--- src/rtl/dpf_pkg.sv ---
package dpf_pkg;

  // Capacity of one direction for a given layout.
  function automatic int unsigned side_cap(input logic merged, input logic rx_sel,
                                           input logic is_rx, input int unsigned depth);
    if (!merged) return depth;
    return (rx_sel == is_rx) ? 2 * depth : 0;
  endfunction

endpackage

--- src/rtl/dpf_bank.sv ---
module dpf_bank #(
  parameter int DEPTH = 32,
  parameter int WIDTH = 8,
  localparam int RW = $clog2(DEPTH)
) (
  input  logic             clk,
  input  logic             we,
  input  logic [RW-1:0]    waddr,
  input  logic [WIDTH-1:0] wdata,
  input  logic             re,
  input  logic [RW-1:0]    raddr,
  output logic [WIDTH-1:0] rdata
);

  logic [WIDTH-1:0] mem [DEPTH];

  always_ff @(posedge clk) begin
    if (we) mem[waddr] <= wdata;
    if (re) rdata <= mem[raddr];
  end

endmodule

--- src/rtl/dpf_ptr.sv ---
module dpf_ptr #(
  parameter int DEPTH       = 32,
  parameter bit HAS_RESTORE = 1'b0,
  localparam int AW = $clog2(2 * DEPTH),
  localparam int CW = AW + 1
) (
  input  logic          clk,
  input  logic          rst,
  input  logic [CW-1:0] cap,
  input  logic [CW-1:0] cap_n,
  input  logic [AW-1:0] base,
  input  logic          clr,
  input  logic          push,
  input  logic          pop,
  input  logic          restore,
  output logic          push_ok,
  output logic          pop_ok,
  output logic          pop_miss,
  output logic [AW-1:0] wr_addr,
  output logic [AW-1:0] rd_addr,
  output logic [CW-1:0] count,
  output logic          full,
  output logic          empty,
  output logic          ovf,
  output logic          udf
);

  logic [AW-1:0] wr_q, rd_q, wr_n, rd_n, mark_n;
  logic [CW-1:0] cnt_q, cnt_n, len_n;
  logic          full_q, empty_q, ovf_q, udf_q, rs_eff;

  function automatic logic [AW-1:0] bump(input logic [AW-1:0] i, input logic [CW-1:0] c);
    return ({1'b0, i} + CW'(1) == c) ? '0 : i + AW'(1);
  endfunction

  assign rs_eff   = HAS_RESTORE ? (restore & ~clr) : 1'b0;
  assign push_ok  = push & ~clr & (cnt_q < cap);
  assign pop_ok   = pop & ~clr & ~rs_eff & (cnt_q != '0);
  assign pop_miss = pop & ~clr & ~rs_eff & (cnt_q == '0);

  generate
    if (HAS_RESTORE) begin : g_restore
      logic [AW-1:0] mark_q;
      logic [CW-1:0] len_q;
      always_comb begin
        mark_n = mark_q;
        len_n  = len_q;
        if (push_ok) begin
          if (cnt_q == '0) begin
            mark_n = wr_q;
            len_n  = CW'(1);
          end else if (len_q == cap) begin
            mark_n = bump(mark_q, cap);
          end else begin
            len_n = len_q + CW'(1);
          end
        end
      end
      always_ff @(posedge clk) begin
        if (rst || clr) begin
          mark_q <= '0;
          len_q  <= '0;
        end else begin
          mark_q <= mark_n;
          len_q  <= len_n;
        end
      end
      // Restore never loses resident bytes.
      assert_restore_keeps_R8: assert property (@(posedge clk) disable iff (rst)
        (restore && !clr && !push) |=> (cnt_q >= $past(cnt_q)));
    end else begin : g_plain
      assign mark_n = '0;
      assign len_n  = '0;
    end
  endgenerate

  always_comb begin
    wr_n  = push_ok ? bump(wr_q, cap) : wr_q;
    rd_n  = pop_ok ? bump(rd_q, cap) : rd_q;
    cnt_n = cnt_q + CW'(push_ok) - CW'(pop_ok);
    if (rs_eff) begin
      rd_n  = mark_n;
      cnt_n = len_n;
    end
  end

  always_ff @(posedge clk) begin
    if (rst || clr) begin
      wr_q    <= '0;
      rd_q    <= '0;
      cnt_q   <= '0;
      ovf_q   <= 1'b0;
      udf_q   <= 1'b0;
      full_q  <= (cap_n == '0);
      empty_q <= 1'b1;
    end else begin
      wr_q    <= wr_n;
      rd_q    <= rd_n;
      cnt_q   <= cnt_n;
      ovf_q   <= ovf_q | (push & (cnt_q >= cap));
      udf_q   <= udf_q | pop_miss;
      full_q  <= (cnt_n == cap_n);
      empty_q <= (cnt_n == '0);
    end
  end

  assign wr_addr = base + wr_q;
  assign rd_addr = base + rd_q;
  assign count   = cnt_q;
  assign full    = full_q;
  assign empty   = empty_q;
  assign ovf     = ovf_q;
  assign udf     = udf_q;

  assert_count_bound_R1: assert property (@(posedge clk) disable iff (rst)
    cnt_q <= cap);
  assert_full_drop_R3: assert property (@(posedge clk) disable iff (rst)
    (full_q && push && !pop && !clr && !restore) |=> (cnt_q == $past(cnt_q)));
  assert_ovf_sticky_R3: assert property (@(posedge clk) disable iff (rst)
    (ovf_q && !clr) |=> ovf_q);
  assert_udf_sticky_R4: assert property (@(posedge clk) disable iff (rst)
    (udf_q && !clr) |=> udf_q);
  assert_clear_wins_R6: assert property (@(posedge clk) disable iff (rst)
    clr |=> (cnt_q == '0 && empty_q && !ovf_q && !udf_q));

endmodule

--- src/rtl/dpf_rdout.sv ---
module dpf_rdout #(
  parameter int WIDTH = 8
) (
  input  logic             clk,
  input  logic             rst,
  input  logic             pop_ok,
  input  logic             pop_miss,
  input  logic             bank_sel,
  input  logic [WIDTH-1:0] rd0,
  input  logic [WIDTH-1:0] rd1,
  output logic [WIDTH-1:0] data
);

  logic             fresh_q, bank_q;
  logic [WIDTH-1:0] hold_q, shown;

  assign shown = fresh_q ? (bank_q ? rd1 : rd0) : hold_q;

  always_ff @(posedge clk) begin
    if (rst) begin
      fresh_q <= 1'b0;
      bank_q  <= 1'b0;
      hold_q  <= '0;
    end else begin
      fresh_q <= pop_ok;
      if (pop_ok) bank_q <= bank_sel;
      hold_q  <= pop_miss ? '0 : shown;
    end
  end

  assign data = shown;

  assert_hold_R10: assert property (@(posedge clk) disable iff (rst)
    (!pop_ok && !pop_miss && !fresh_q) |=> $stable(data));

endmodule

--- src/rtl/dual_pkt_fifo.sv ---
module dual_pkt_fifo #(
  parameter int DEPTH = 32,
  parameter int WIDTH = 8,
  localparam int AW = $clog2(2 * DEPTH),
  localparam int CW = AW + 1
) (
  input  logic             clk,
  input  logic             rst,
  input  logic             merge_en,
  input  logic             merge_rx_sel,
  input  logic             tx_clear,
  input  logic             rx_clear,
  input  logic             tx_restore,
  input  logic             host_wr_en,
  input  logic [WIDTH-1:0] host_wr_data,
  input  logic             radio_rd_en,
  output logic [WIDTH-1:0] radio_rd_data,
  input  logic             radio_wr_en,
  input  logic [WIDTH-1:0] radio_wr_data,
  input  logic             host_rd_en,
  output logic [WIDTH-1:0] host_rd_data,
  output logic             tx_full,
  output logic             tx_empty,
  output logic [CW-1:0]    tx_count,
  output logic             tx_overflow,
  output logic             tx_underflow,
  output logic             rx_full,
  output logic             rx_empty,
  output logic [CW-1:0]    rx_count,
  output logic             rx_overflow,
  output logic             rx_underflow
);
  import dpf_pkg::*;

  localparam int RW = AW - 1;

  logic          merge_q, rxsel_q, chg;
  logic [CW-1:0] tx_cap, rx_cap, tx_cap_n, rx_cap_n;
  logic [AW-1:0] rx_base, tx_wa, tx_ra, rx_wa, rx_ra;
  logic          tx_push_ok, tx_pop_ok, tx_miss, rx_push_ok, rx_pop_ok, rx_miss;
  logic [WIDTH-1:0] bank_rd [2];

  initial begin
    if ((DEPTH & (DEPTH - 1)) != 0 || DEPTH < 2) $error("DEPTH must be a power of two >= 2");
  end

  always_ff @(posedge clk) begin
    if (rst) begin
      merge_q <= 1'b0;
      rxsel_q <= 1'b0;
    end else begin
      merge_q <= merge_en;
      rxsel_q <= merge_rx_sel;
    end
  end

  assign chg      = (merge_en != merge_q) | (merge_rx_sel != rxsel_q);
  assign tx_cap   = CW'(side_cap(merge_q, rxsel_q, 1'b0, DEPTH));
  assign rx_cap   = CW'(side_cap(merge_q, rxsel_q, 1'b1, DEPTH));
  assign tx_cap_n = rst ? CW'(DEPTH) : CW'(side_cap(merge_en, merge_rx_sel, 1'b0, DEPTH));
  assign rx_cap_n = rst ? CW'(DEPTH) : CW'(side_cap(merge_en, merge_rx_sel, 1'b1, DEPTH));
  assign rx_base  = merge_q ? '0 : AW'(DEPTH);

  dpf_ptr #(.DEPTH(DEPTH), .HAS_RESTORE(1'b1)) u_tx (
    .clk, .rst, .cap(tx_cap), .cap_n(tx_cap_n), .base('0),
    .clr(tx_clear | chg), .push(host_wr_en), .pop(radio_rd_en), .restore(tx_restore),
    .push_ok(tx_push_ok), .pop_ok(tx_pop_ok), .pop_miss(tx_miss),
    .wr_addr(tx_wa), .rd_addr(tx_ra), .count(tx_count), .full(tx_full),
    .empty(tx_empty), .ovf(tx_overflow), .udf(tx_underflow));

  dpf_ptr #(.DEPTH(DEPTH), .HAS_RESTORE(1'b0)) u_rx (
    .clk, .rst, .cap(rx_cap), .cap_n(rx_cap_n), .base(rx_base),
    .clr(rx_clear | chg), .push(radio_wr_en), .pop(host_rd_en), .restore(1'b0),
    .push_ok(rx_push_ok), .pop_ok(rx_pop_ok), .pop_miss(rx_miss),
    .wr_addr(rx_wa), .rd_addr(rx_ra), .count(rx_count), .full(rx_full),
    .empty(rx_empty), .ovf(rx_overflow), .udf(rx_underflow));

  generate
    for (genvar b = 0; b < 2; b++) begin : g_bank
      logic tw, rw, tr, rr;
      assign tw = tx_push_ok & (tx_wa[AW-1] == 1'(b));
      assign rw = rx_push_ok & (rx_wa[AW-1] == 1'(b));
      assign tr = tx_pop_ok & (tx_ra[AW-1] == 1'(b));
      assign rr = rx_pop_ok & (rx_ra[AW-1] == 1'(b));

      dpf_bank #(.DEPTH(DEPTH), .WIDTH(WIDTH)) u_bank (
        .clk,
        .we(tw | rw),
        .waddr(tw ? tx_wa[RW-1:0] : rx_wa[RW-1:0]),
        .wdata(tw ? host_wr_data : radio_wr_data),
        .re(tr | rr),
        .raddr(tr ? tx_ra[RW-1:0] : rx_ra[RW-1:0]),
        .rdata(bank_rd[b]));
    end
  endgenerate

  dpf_rdout #(.WIDTH(WIDTH)) u_tx_out (
    .clk, .rst, .pop_ok(tx_pop_ok), .pop_miss(tx_miss), .bank_sel(tx_ra[AW-1]),
    .rd0(bank_rd[0]), .rd1(bank_rd[1]), .data(radio_rd_data));

  dpf_rdout #(.WIDTH(WIDTH)) u_rx_out (
    .clk, .rst, .pop_ok(rx_pop_ok), .pop_miss(rx_miss), .bank_sel(rx_ra[AW-1]),
    .rd0(bank_rd[0]), .rd1(bank_rd[1]), .data(host_rd_data));

  assert_inactive_rx_R5: assert property (@(posedge clk) disable iff (rst)
    (merge_q && !rxsel_q) |-> (rx_full && rx_empty && rx_count == '0));
  assert_inactive_tx_R5: assert property (@(posedge clk) disable iff (rst)
    (merge_q && rxsel_q) |-> (tx_full && tx_empty && tx_count == '0));
  assert_mode_change_R7: assert property (@(posedge clk) disable iff (rst)
    chg |=> (tx_count == '0 && rx_count == '0 && !tx_overflow && !rx_overflow
             && !tx_underflow && !rx_underflow));
  assert_empty_read_zero_R4: assert property (@(posedge clk) disable iff (rst)
    (host_rd_en && rx_empty && !rx_clear && !chg) |=> (host_rd_data == '0));

endmodule

--- config.mk ---
export PLATFORM = sky130hd
export DESIGN_NAME = dual_pkt_fifo
export DESIGN_NICKNAME = d
export VERILOG_FILES = /design/src/rtl/dpf_pkg.sv /design/src/rtl/dpf_bank.sv /design/src/rtl/dpf_ptr.sv /design/src/rtl/dpf_rdout.sv /design/src/rtl/dual_pkt_fifo.sv
export SDC_FILE = /design/constraint.sdc
export NUM_CORES = 1
export LEC_CHECK = 0
export CELL_PAD_IN_SITES_DETAIL_PLACEMENT = 1
export CELL_PAD_IN_SITES_GLOBAL_PLACEMENT = 2
export CORE_ASPECT_RATIO = 1.4
export CORE_MARGIN = 2
export CORE_UTILIZATION = 45
export DETAILED_ROUTE_END_ITERATION = 6
export DONT_BUFFER_PORTS = 1
export GPL_ROUTABILITY_DRIVEN = 0
export HOLD_SLACK_MARGIN = 0.15
export PLACE_DENSITY_LB_ADDON = 0.12
export SYNTH_ARGS = -nofsm -noshare
export SYNTH_HDL_FRONTEND = slang
export SYNTH_SLANG_ARGS = --single-unit
--- constraint.sdc ---
create_clock -name clk -period 6.2 [get_ports clk]
set_clock_uncertainty 0.15 [all_clocks]
set_input_delay 0.93 -clock clk [delete_from_list [all_inputs] [get_ports clk]]
set_output_delay 0.93 -clock clk [all_outputs]
set_load 0.01 [all_outputs]
==> flow_metrics.env, run 1 <==
export IMPL_hold_buffers=0
export IMPL_intPower_w=0.00665
export IMPL_post_drt_wl_per_cell_um=25.9
export IMPL_clockRootBuffer="clkbuf_16"
export IMPL_fin_area_um2=29200
export IMPL_placed_area_um2=27100
export IMPL_whs_endpoint="rxsel_q"
export IMPL_syn_avg_cell_area_um2=12.9
export IMPL_clock_fmax_ghz=0.200
export IMPL_path_clk_slew_ns=0.07
export IMPL_die_area_um2=60600
export IMPL_syn_nets=2106
export IMPL_num_rows=105
export IMPL_netSwitchingFraction_pct=20.9
export IMPL_r2r_slack_ns=1.19
export IMPL_vias_per_cell=5.84
export IMPL_drive_gt1_share_pct=8.49
export IMPL_async_flop_share_pct=0
export IMPL_worst_pin_slew_ns=1.32
export IMPL_clkLatencyLatePin_ns=0.63
export IMPL_crit_path_max_fanout=18
export IMPL_grt_util_all_layers_pct=24.6
export IMPL_remaining_drc_errors=0
export IMPL_synth_main_ff_cell="edfxtp_1"
export IMPL_worstHoldPathCells=1
export IMPL_netlist_top_cells_count="edfxtp_1 (528), nand2_1 (293), mux2i_1 (186)"
export IMPL_relSlewSlack_pct=12.1
export IMPL_yosys_warnings=0
export IMPL_die_w_um=209
export IMPL_min_period_over_period_pct=80.8
export IMPL_synthesis_area_um2=26400
export IMPL_fillCellCount=5815
export IMPL_seqCellArea_um2=17500
export IMPL_fin_nets=2098
export IMPL_r2r_worst_path_cells=19
export IMPL_antenna_found_initial=0
export IMPL_drt_iter0_drc=769
export IMPL_sequentialPowerShare_pct=53.1
export IMPL_grt_ovfl_total=0
export IMPL_port_buffers=0
export IMPL_num_antenna_cells=0
export IMPL_core_area_um2=58300
export IMPL_p_clk_share_pct=44.7
export IMPL_setup_tns_final_ns=0
export IMPL_grt_max_degree=64
export IMPL_vias=16600
export IMPL_cts_tree="yes"
export IMPL_drv_cap=0
export IMPL_fin_crit_ns=5.01
export IMPL_chipHeight_um=291
export IMPL_grt_first_pass_wirelength_um=112000
export IMPL_required_ns=6.63
export IMPL_cts_sinks=609
export IMPL_grt_pass1_vias=17900
export IMPL_power_density_nw_per_um2=288
export IMPL_hold_class="in2reg"
export IMPL_ys_top_cells_by_area="edfxtp_1 (60%), mux2i_1 (7.1%), dfxtp_1 (6.1%), nand2_1 (4.2%), nor2_1 (2.0%)"
export IMPL_power_total_w=0.00840
export IMPL_io_pins=65
export IMPL_synth_seq_cells=609
export IMPL_postSynthCellCount=2045
export IMPL_dp_hpwl_um=50700
export IMPL_ant_nets=0
export IMPL_multiInputGateArea_um2=8220
export IMPL_clock_path_buffers=3
export IMPL_path_class="reg2reg"
export IMPL_synth_cell_types=78
export IMPL_hold_worst_slack_ns=0.212
export IMPL_htreeDepth=2
export IMPL_outcome="finished clean"
export IMPL_syn_to_final_growth_pct=10.5
export IMPL_fin_util_pct=50.0
export IMPL_dr_pass1_iters=5
export IMPL_drv_slew=0
export IMPL_setup_violations=0
export IMPL_hold_violations=0
export IMPL_p_leak_nw=10.2
export IMPL_arrival_ns=5.44
export IMPL_synth_largest_area_cell="edfxtp_1"
export IMPL_start_util_pct=45.2
export IMPL_drt_total_wl_um=73500
export IMPL_endpoint_kind="flop"
export IMPL_post_cts_buffers=0
export IMPL_synth_edff_count=528
export IMPL_r2r_end="u_tx.full"
export IMPL_worstHoldStart="rst"
export IMPL_ir_worst_vdd_uv=256
export IMPL_power_net_switching_w=0.00176
export IMPL_rsz0062_at_grt="no"
export IMPL_ys_seq_area_share_pct=66.2
export IMPL_cts_resized=0
export IMPL_combPwrFrac_pct=2.2
export IMPL_synthMostInstantiatedCell="edfxtp_1"
export IMPL_cts_buffers_inserted=58
export IMPL_reg2reg_from="rxsel_q"
export IMPL_crit_path_start_kind="flop"
export IMPL_netlist_area_leader_share_pct=60.1
## final cells by class
cell class | instances | share of cell area [%]
clock buffer | 62 | 5.03
clock inverter | 46 | 1.85
inverter | 39 | 0.502
multi-input combinational | 1287 | 28.2
sequential | 609 | 59.9
tap | 749 | 3.21
timing repair buffer | 42 | 1.25
## cell families (layout without fill, tap and decap cells)
logic type,Yosys count,in the layout,synth area share (%)
buffers and inverters,149,189,2.88
adder cells (fa/ha/maj),34,34,1.67
multiplexers,201,201,7.75
AND/OR/NAND/NOR,680,680,11.8
flip-flops,609,609,66.2
AO/OA/AOI/OAI,338,338,8.40
XOR/XNOR,34,34,1.28
## power groups by stage
stage	Sequential [W]	Clock (W)	Combinational (W)
after global placement	0.00455	0	0.000178
after CTS	0.00446	0.00381	0.000185
after floorplan	0.00455	0	0.000103
after detailed placement	0.00455	0	0.000184
after global routing	0.00446	0.00396	0.000199
final	0.00446	0.00375	0.000183
## layer usage
layer | routed length, µm | share of wire (%) | GRT usage [%] | vias up
met3 | 2230 | 3.0 | 2.81 | 109
li1 | - | - | - | 7642
met2 | 39600 | 54 | 46.1 | 313
met1 | 28900 | 39 | 28.6 | 8494
met4 | 2710 | 3.7 | 9.18 | 0
met5 | 0 | 0 | 0 | -
## registers in the layout, summed over array words and instances (netlist names), 6 cells and up
name and cells:
u_tx.g_restore.len_q 7, u_tx_out.hold_q 8, u_rx.wr_q 6, u_tx.count 7
u_rx.rd_q 6, u_rx_out.hold_q 8, u_tx.wr_q 6, u_rx.count 7
u_tx.rd_q 6, g_bank.u_bank.rdata 16, g_bank.u_bank.mem 512, u_tx.g_restore.mark_q 6
## critical path, cell delays in order (launching register included)
cell and delay (ns):
dfxtp_1 0.56, nand2b_1 0.52, ha_1 0.35, nor2b_1 0.14, nor3b_1 0.18, buf_4 0.18
nand2_1 0.15, clkinv_1 0.08, buf_4 0.22, ha_1 0.21, inv_1 0.06, fa_1 0.43
nor2b_1 0.17, o221ai_1 0.17, a21bo_2 0.24, a32oi_1 0.08, or3b_1 0.41, nand3b_1 0.17
o41ai_1 0.33, a21o_1 0.16
## per-stage QoR
step / instances / worst slack (ns)
3_3_place_gp: 2726 / 1.31
5_1_grt: 2834 / 0.797
3_5_place_dp: 2726 / 1.15
4_1_cts: 2834 / 1.13
6_report: 2834 / 1.19
2_1_floorplan: 2045 / 1.38
## layout by cell type, fill, tap and decap left out, types with 21 or more instances in the layout
cell type and count:
nor2_1 143, edfxtp_1 528, a31oi_1 47, buf_4 38, o21ai_0 31, nor2b_1 27, nor3_1 26, mux2i_1 186
a22oi_1 64, nor4_1 21, clkbuf_16 58, nand2_1 293, nand3_1 84, dfxtp_1 81, a21oi_1 100, ha_1 32
inv_1 38, a32oi_1 35
## worst max path at each step
stage,cells past startpoint,slack [ns],endpoint,from
floorplan,20,1.38,u_tx.full,rxsel_q
global placement,19,1.31,u_tx.full,rxsel_q
detailed placement,19,1.15,u_tx.full,rxsel_q
CTS,19,1.13,u_tx.full,rxsel_q
global route,19,0.80,u_tx.full,rxsel_q
finish,19,1.19,u_tx.full,rxsel_q
No activity file was read; power rests on OpenSTA's default activity.
==> inputs of run 2 (changes only) <==
CORE_UTILIZATION = 41   (was 45)
clock period = 4 ns   (was 6.2 ns; I/O delays follow)
==> run 2 against run 1 <==
Against the previous run:
- sequential power rose by 55%
- worst setup slack got worse by 1.1 ns
- global-route usage fell by 0.76 points
- clock power rose by 55%
- hold slack got worse by 0.0057 ns
- critical path depth fell by 1
- maximum frequency rose by 29%
- critical path type unchanged
- critical endpoint unchanged
- largest cell class unchanged
- largest power group unchanged
==> flow_metrics.env, run 2 (synthesized netlist as in run 1, its figures left out) <==
export IMPL_intPower_w=0.0103
export IMPL_endpoint_kind="flop"
export IMPL_chipHeight_um=304
export IMPL_setup_tns_final_ns=0
export IMPL_top_regs="g_bank.u_bank.mem (512), g_bank.u_bank.rdata (16)"
export IMPL_clkLatencyLatePin_ns=0.64
export IMPL_syn_to_final_growth_pct=15.4
export IMPL_layout_common_cells="edfxtp_1 (528), nand2_1 (292), mux2i_1 (186), buf_4 (160), nor2_1 (143)"
export IMPL_r2r_worst_path_cells=18
export IMPL_dr_pass1_iters=5
export IMPL_combPwrFrac_pct=2.5
export IMPL_power_density_nw_per_um2=430
export IMPL_remaining_drc_errors=0
export IMPL_power_total_w=0.0131
export IMPL_num_rows=110
export IMPL_fin_nets=2237
export IMPL_clockRootBuffer="clkbuf_16"
export IMPL_arrival_ns=4.31
export IMPL_ant_nets=0
export IMPL_cts_buffers_inserted=60
export IMPL_hold_class="in2reg"
export IMPL_largest_register_ffs=512
export IMPL_io_pins=65
export IMPL_drt_total_wl_um=78800
export IMPL_worstHoldPathCells=4
export IMPL_die_w_um=218
export IMPL_fin_crit_ns=3.88
export IMPL_grt_max_degree=80
export IMPL_p_clk_share_pct=44.6
export IMPL_cts_tree="yes"
export IMPL_core_area_um2=64000
export IMPL_cts_sinks=609
export IMPL_p_leak_nw=10.9
export IMPL_worst_pin_slew_ns=1.31
export IMPL_die_area_um2=66400
export IMPL_drt_iter0_drc=982
export IMPL_drive_gt1_share_pct=13.9
export IMPL_final_common_cell="edfxtp_1"
export IMPL_hold_violations=0
export IMPL_hold_worst_slack_ns=0.206
export IMPL_path_clk_slew_ns=0.06
export IMPL_drv_slew=0
export IMPL_vias_per_cell=5.60
export IMPL_crit_path_max_fanout=3
export IMPL_sequentialPowerShare_pct=52.9
export IMPL_port_buffers=0
export IMPL_antenna_found_initial=2
export IMPL_path_class="reg2reg"
export IMPL_num_antenna_cells=0
export IMPL_vias=17200
export IMPL_crit_path_start_kind="flop"
export IMPL_power_net_switching_w=0.00276
export IMPL_fin_ws_ns=0.122
export IMPL_relSlewSlack_pct=12.8
export IMPL_clock_path_buffers=3
export IMPL_netSwitchingFraction_pct=21.1
export IMPL_htreeDepth=2
export IMPL_post_drt_wl_per_cell_um=25.7
export IMPL_min_period_over_period_pct=97.0
export IMPL_grt_util_all_layers_pct=23.8
export IMPL_ir_worst_vdd_uv=426
export IMPL_drv_cap=0
export IMPL_dp_hpwl_um=54400
export IMPL_clock_fmax_ghz=0.258
export IMPL_setup_violations=0
export IMPL_rsz0062_at_grt="yes"
export IMPL_grt_first_pass_wirelength_um=117000
export IMPL_grt_pass1_vias=18000
export IMPL_grt_ovfl_total=0
export IMPL_place_ws_ns=0.130
export IMPL_required_ns=4.43
export IMPL_start_util_pct=41.2
export IMPL_outcome="finished clean"
export IMPL_largest_register="g_bank.u_bank.mem"
-- run 2: what timing repair did --
item	in CTS	in global routing
gates resized for setup	0	5
endpoints found under the setup margin	0	7
hold buffers	8	0
buffers inserted	0	1
endpoints found under the hold margin	29	0
-- run 2: critical path, stage by stage, from the launching register on --
cell      delay (ns)
dfxtp_1         0.31
buf_4           0.15
nand2b_1        0.17
ha_1            0.30
nor2b_2         0.18
nor3b_4         0.22
nand2_2         0.11
clkinv_4        0.07
ha_2            0.17
inv_1           0.05
fa_2            0.36
nor2b_2         0.16
o221ai_1        0.13
a21bo_2         0.23
a32oi_1         0.09
or3b_1          0.39
nand3b_1        0.20
o41ai_2         0.25
a21o_1          0.15
-- run 2: path summary, 6_finish.rpt --
kind / start / endpoint / slack (ns)
max: rxsel_q / u_tx.full / 0.12
min reg2reg: u_rx.wr_q[5] / u_rx.wr_q[5] / 0.38
max reg2reg: rxsel_q / u_tx.full / 0.12
min: tx_restore / u_tx.udf / 0.21
-- run 2: metrics by stage --
step / std cells / utilization, % / instance area [µm²]
floorplan: 2045 / - / 26400
finish: 3067 / 47.6 / 30400
global route: 3067 / 47.6 / 30400
detailed placement: 2944 / 44.2 / 28300
global placement: 2944 / 44.2 / 28300
CTS: 3065 / 47.5 / 30400
-- run 2: final cells by class --
type	count	area (µm²)
fill	6522	33600
sequential	609	17500
multi-input combinational	1288	8270
clock buffer	74	1580
timing repair buffer	178	1480
tap	840	1050
clock inverter	39	438
inverter	39	151
-- run 2: power groups by stage --
stage	combinational, W	clock [W]	sequential (W)
after floorplan	0.000164	0	0.00705
after global placement	0.000316	0	0.00706
after detailed placement	0.000323	0	0.00706
after CTS	0.000334	0.00594	0.00692
after global routing	0.000355	0.00615	0.00692
final	0.000329	0.00583	0.00692
-- run 2: metal layers --
metal / up-vias / global-route usage, % / routed length, µm
met1: 8766 / 28.1 / 31200
met3: 134 / 2.91 / 2720
li1: 7940 / - / -
met5: - / 0 / 0
met2: 337 / 43.6 / 41900
met4: 0 / 9.05 / 2980
